`src/rtl/dcb_arb_pkg.sv`:
```
`timescale 1ns/1ps
package dcb_arb_pkg;
  // strobes from the control to the datapath: which ports launch this cycle
  typedef struct packed {
    logic take0;
    logic take1;
  } arbStrobe_t;
endpackage

```
`src/rtl/dcb_arb_dpath.sv`:
```
`timescale 1ns/1ps
module dcb_arb_dpath
  import dcb_arb_pkg::*;
#(
  parameter int ADDR_W          = 32,
  parameter int BANKS           = 4,
  parameter int WORD_BYTES      = 4,
  parameter int LINE_BYTES      = 32,
  parameter bit BANK_FROM_INDEX = 1'b0
) (
  input  logic                       clk,
  input  logic                       rstN,
  input  logic [ADDR_W-1:0]          p0Addr,
  input  logic [ADDR_W-1:0]          p1Addr,
  input  logic                       p0Store,
  input  logic                       p1Store,
  input  arbStrobe_t                 strobe,
  output logic [$clog2(BANKS)-1:0]   bank0,
  output logic [$clog2(BANKS)-1:0]   bank1,
  output logic [BANKS-1:0]           bankReq,
  output logic [BANKS-1:0]           bankWrite,
  output logic [BANKS-1:0]           bankSrc
);
  localparam int BANK_W   = $clog2(BANKS);
  localparam int WORD_LSB = $clog2(WORD_BYTES);
  localparam int LINE_LSB = $clog2(LINE_BYTES);
  localparam logic [ADDR_W-1:0] BANK_MASK = ADDR_W'(BANKS - 1);

  // bank decode: the parameter picks which address field selects the bank
  generate
    if (BANK_FROM_INDEX) begin : g_lineInterleave
      assign bank0 = BANK_W'((p0Addr >> LINE_LSB) & BANK_MASK);
      assign bank1 = BANK_W'((p1Addr >> LINE_LSB) & BANK_MASK);
    end else begin : g_wordInterleave
      assign bank0 = BANK_W'((p0Addr >> WORD_LSB) & BANK_MASK);
      assign bank1 = BANK_W'((p1Addr >> WORD_LSB) & BANK_MASK);
    end
  endgenerate

  // one launch register set per bank
  generate
    for (genvar b = 0; b < BANKS; b++) begin : g_bank
      logic hit0, hit1;
      assign hit0 = strobe.take0 && (bank0 == BANK_W'(b));
      assign hit1 = strobe.take1 && (bank1 == BANK_W'(b));
      always_ff @(posedge clk) begin
        if (!rstN) begin
          bankReq[b]   <= 1'b0;
          bankWrite[b] <= 1'b0;
          bankSrc[b]   <= 1'b0;
        end else begin
          bankReq[b]   <= hit0 || hit1;
          bankWrite[b] <= hit0 ? p0Store : (hit1 && p1Store);
          bankSrc[b]   <= !hit0 && hit1;
        end
      end
    end
  endgenerate


  port0_launch_chk: assert property (@(posedge clk) disable iff (!rstN)
    (rstN && strobe.take0) |=> (bankReq[$past(bank0)] && !bankSrc[$past(bank0)]
                                && bankWrite[$past(bank0)] == $past(p0Store)));

  port1_launch_chk: assert property (@(posedge clk) disable iff (!rstN)
    (rstN && strobe.take1) |=> (bankReq[$past(bank1)] && bankSrc[$past(bank1)]
                                && bankWrite[$past(bank1)] == $past(p1Store)));

  bank_count_chk: assert property (@(posedge clk) disable iff (!rstN)
    rstN |=> ($countones(bankReq) == $past(int'(strobe.take0) + int'(strobe.take1))));
endmodule

```
`src/rtl/dcb_arb_ctrl.sv`:
```
`timescale 1ns/1ps
module dcb_arb_ctrl
  import dcb_arb_pkg::*;
#(
  parameter int BANKS = 4
) (
  input  logic                     clk,
  input  logic                     rstN,
  input  logic                     p0Valid,
  input  logic                     p0Store,
  input  logic                     p1Valid,
  input  logic                     p1Store,
  input  logic [$clog2(BANKS)-1:0] bank0,
  input  logic [$clog2(BANKS)-1:0] bank1,
  output arbStrobe_t               strobe,
  output logic                     p0Grant,
  output logic                     p1Grant,
  output logic                     p1Stall
);
  logic bothValid, sameBank, storeInPair, refuse1;

  always_comb begin
    bothValid   = p0Valid && p1Valid;
    sameBank    = (bank0 == bank1);
    storeInPair = p0Store || p1Store;
    // older port wins; younger waits on bank clash or when a store is paired
    refuse1     = bothValid && (sameBank || storeInPair);
    strobe.take0 = p0Valid;
    strobe.take1 = p1Valid && !refuse1;
    p0Grant     = strobe.take0;
    p1Grant     = strobe.take1;
    p1Stall     = p1Valid && refuse1;
  end


  older_wins_chk: assert property (@(posedge clk) disable iff (!rstN)
    p0Valid |-> p0Grant);

  idle_port_chk: assert property (@(posedge clk) disable iff (!rstN)
    !p1Valid |-> (!p1Grant && !p1Stall));

  bank_clash_chk: assert property (@(posedge clk) disable iff (!rstN)
    (p0Valid && p1Valid && bank0 == bank1) |-> (p1Stall && !p1Grant));

  store_alone_chk: assert property (@(posedge clk) disable iff (!rstN)
    (p0Valid && p1Valid && (p0Store || p1Store)) |-> (p1Stall && !p1Grant));
endmodule

```
`src/rtl/dcb_bank_arbiter.sv`:
```
`timescale 1ns/1ps
module dcb_bank_arbiter
  import dcb_arb_pkg::*;
#(
  parameter int ADDR_W          = 32,
  parameter int BANKS           = 4,
  parameter int WORD_BYTES      = 4,
  parameter int LINE_BYTES      = 32,
  parameter bit BANK_FROM_INDEX = 1'b0
) (
  input  logic              clk,
  input  logic              rstN,
  input  logic              p0Valid,
  input  logic              p0Store,
  input  logic [ADDR_W-1:0] p0Addr,
  input  logic              p1Valid,
  input  logic              p1Store,
  input  logic [ADDR_W-1:0] p1Addr,
  output logic              p0Grant,
  output logic              p1Grant,
  output logic              p1Stall,
  output logic [BANKS-1:0]  bankReq,
  output logic [BANKS-1:0]  bankWrite,
  output logic [BANKS-1:0]  bankSrc
);
  localparam int BANK_W = $clog2(BANKS);

  arbStrobe_t       strobe;
  logic [BANK_W-1:0] bank0, bank1;

  dcb_arb_dpath #(
    .ADDR_W(ADDR_W), .BANKS(BANKS), .WORD_BYTES(WORD_BYTES),
    .LINE_BYTES(LINE_BYTES), .BANK_FROM_INDEX(BANK_FROM_INDEX)
  ) uDpath (
    .clk(clk), .rstN(rstN), .p0Addr(p0Addr), .p1Addr(p1Addr),
    .p0Store(p0Store), .p1Store(p1Store), .strobe(strobe),
    .bank0(bank0), .bank1(bank1),
    .bankReq(bankReq), .bankWrite(bankWrite), .bankSrc(bankSrc)
  );

  dcb_arb_ctrl #(.BANKS(BANKS)) uCtrl (
    .clk(clk), .rstN(rstN),
    .p0Valid(p0Valid), .p0Store(p0Store),
    .p1Valid(p1Valid), .p1Store(p1Store),
    .bank0(bank0), .bank1(bank1), .strobe(strobe),
    .p0Grant(p0Grant), .p1Grant(p1Grant), .p1Stall(p1Stall)
  );
endmodule

```
`config.mk`:
```
export PLATFORM = sky130hd
export DESIGN_NAME = dcb_bank_arbiter
export DESIGN_NICKNAME = d
export VERILOG_FILES = /design/src/rtl/dcb_arb_pkg.sv /design/src/rtl/dcb_arb_dpath.sv /design/src/rtl/dcb_arb_ctrl.sv /design/src/rtl/dcb_bank_arbiter.sv
export SDC_FILE = /design/constraint.sdc
export NUM_CORES = 1
export LEC_CHECK = 0
export BUFFER_PORTS_ARGS = -buffer_cell sky130_fd_sc_hd__buf_4
export CAP_MARGIN = 40
export CORE_UTILIZATION = 30
export DETAILED_ROUTE_END_ITERATION = 12
export PLACE_DENSITY = 0.86
export SLEW_MARGIN = 20
export SYNTH_ARGS = -nofsm -noshare
export SYNTH_HDL_FRONTEND = slang
export SYNTH_HIERARCHICAL = 1
export SYNTH_SLANG_ARGS = --single-unit
```
`constraint.sdc`:
```
create_clock -name clk -period 4 [get_ports clk]
set_input_delay 0.2 -clock clk [delete_from_list [all_inputs] [get_ports clk]]
set_output_delay 0.2 -clock clk [all_outputs]
set_load 0.01 [all_outputs]
```
==> out/qor.csv <==
metric,value,unit
hold_viol_final,0,
core_region_area,0.00171,mm2
finalWorstPathRequiredPeriod,1.52,ns
area_delta_synth_final,35.8,%
port_buffers,24,
yosysSeqAreaShare,0.440,
worstMarginPinSlew,0.604,ns
yosysTopAreaCell,dfxtp_1,
ioPinCount,85,
num_antenna_cells,0,
syn_area_per_cell,10.1,um2
cts-htree-levels,1,
synth_enable_flop_cells,0,
comb_power_share,0.152,
synth_fp_nets,124,
ys_seq_elements,12,
ys_async_sr_fraction,0,
area_of_the_mapped_netlist,546,um2
setup_repair_after_global_routing_missed_its_margin,false,
via_count,469,
finalCritPeriodShare,0.380,
hp-class,input port to register,
die_x,44.6,um
synthSimpleGateAreaFrac,0.314,
synth_top_cells_by_count,"12 x dfxtp_1, 7 x buf_4, 4 x a21oi_1, 4 x and3_1, 4 x nand3_1",
power.net_switching,58.7,uW
final-seq-area,240,um2
post_cts.resized_instances,0,
netlist_top_cells_area,"dfxtp_1 44%, buf_4 9.6%, and3_1 4.6%",
slew_viol_final,0,
post-synth-top-area-fraction,0.440,
p_clk_frac,0.366,
grt_antenna_before_repair,0,
crit_type,input port to output port,
fin_nets,146,
initial_core_utilization,0.319,
finalWeightedCongestion,0.772,
post_synth_xor_area_fraction,0.0321,
synth_top_family_by_area,simple AND/OR/NAND/NOR gates,
post_drt_wl_per_cell,11.4,um
final_util,0.434,
gr_overflow_total,0,
cts_root_buf,clkbuf_4,
final.setup.tns,0,ns
clock_path_buffers,2,
outcome,completed,
synthAdderAreaFrac,0,
crit_required,3.80,ns
drt_pass_1_iters,4,
tritoncts,built,
clock_sinks,12,
ys_dominant_reg_cell,dfxtp_1,
power.density_cell_area,346,mW/mm2
leakage,0.356,nW
core.rowCount,15,
share_seq_of_total_power,0.483,
worst_setup_path_end_kind,output port,
number_of_filler_instances_in_the_final_layout,177,
grt_max_degree,10,
max_cap_violations,0,
wl,1140,um
min_path_cells,2,
timing.critical_path.from_type,input port,
worst_setup_hold_path_clk_slew,0.07,ns
drt.antenna.violating_nets,0,
synth-warning-count,6,
power.total,256,uW
power.internal,198,uW
slew-limit-headroom,0.594,
max_freq,658,MHz
groute.usage.overall,0.129,
grt_pass1_vias,444,
synthMostInstantiatedCell,dfxtp_1,
postSynthCellCount,54,
post_synthesis_compound_gate_area_fraction,0.0917,
min_delay_worst_endpoint,uDpath/bankReq[0]$_SDFF_PN0_,
post-route-drc-count,0,
synth.area.mux_share,0.0183,
die_height,44.6,um
post_cts.repair.setup_buffers,0,
die_area,0.00199,mm2
layout-drive-gt1-share,0.400,
netlist-cell-type-count,23,
cp_max_fo,7,
avg_vias_per_cell,4.69,
vdd_ir_drop_max,0.148,mV
netSwitchingFraction,0.229,
dr.first_iter.drc_count,9,
multi_input_comb_area,249,um2
setup-violations-final,0,
cts_made_buffers,3,
worst_ep_arrival_time,1.32,ns
cts.hold.buffers_added,0,
first_pass_grt_wire_length,1860,um
hold_path_startpoint,rstN,
-- flip-flops by register name (all words and copies together), names as in the netlist --
register / count
uDpath/bankReq: 4
uDpath/bankSrc: 4
uDpath/bankWrite: 4
-- critical path, stage by stage --
cell and delay [ns]:
buf_4 0.14, xor2_1 0.14, o21ai_1 0.09, a21boi_0 0.51
buf_4 0.23
-- area by class of cell --
type	count	area share
Multi-Input combinational cell	34	0.336
Tap cell	25	0.0422
Clock buffer	4	0.0490
Timing Repair Buffer	24	0.243
Inverter	1	0.00507
Sequential cell	12	0.324
-- logic make-up after synthesis --
logic type / count (synthesis)
xor+xnor: 2
simple gates: 23
compound gates: 8
mux: 1
flops: 12
buf+inv: 8
-- worst max path at each step --
stage / startpoint / end / slack [ns] / depth (start not counted)
detailed placement: p0Addr[3] / uDpath/bankWrite[0]$_SDFF_PN0_ / 2.23 / 7
finish: p0Addr[2] / p1Grant / 2.48 / 5
global route: p0Addr[3] / p1Grant / 2.31 / 5
floorplan: p1Addr[2] / uDpath/bankWrite[0]$_SDFF_PN0_ / 2.40 / 8
CTS: p0Addr[3] / p1Grant / 2.47 / 5
global placement: p0Addr[2] / uDpath/bankWrite[0]$_SDFF_PN0_ / 2.31 / 7
-- metal layers --
layer  GRT usage  part of all wire
met3      0.0286             0.069
met4      0.0727                 0
met1       0.162              0.42
met2       0.203              0.51
met5           0                 0
-- stage by stage --
step | hold slack, ns | worst slack (ns) | cells | area (um2)
floorplan | 0.310 | 2.40 | 54 | 546
global placement | 0.445 | 2.31 | 96 | 704
detailed placement | 0.444 | 2.23 | 96 | 704
CTS | 0.159 | 2.47 | 100 | 741
global route | 0.174 | 2.31 | 100 | 741
finish | 0.168 | 2.48 | 100 | 741
-- cells in the final DEF (no fill, tap or decap), drive strengths merged, types with 2 or more instances in the layout --
cell type and count:
nor2b 2, a21oi 4, buf 24, nand3 4, clkbuf 4, xor2 2, and3 4, nor3b 2
nor2 3, nand3b 3, dfxtp 12
-- power by group through the flow --
stage | Clock [mW] | Combinational, mW | Sequential, mW
after floorplan | 0 | 0.0193 | 0.129
after global placement | 0 | 0.0372 | 0.127
after detailed placement | 0 | 0.0386 | 0.127
after CTS | 0.0967 | 0.0389 | 0.124
after global routing | 0.103 | 0.0422 | 0.124
final | 0.0937 | 0.0389 | 0.124
Note: power is estimated with default switching activity, not from simulation.
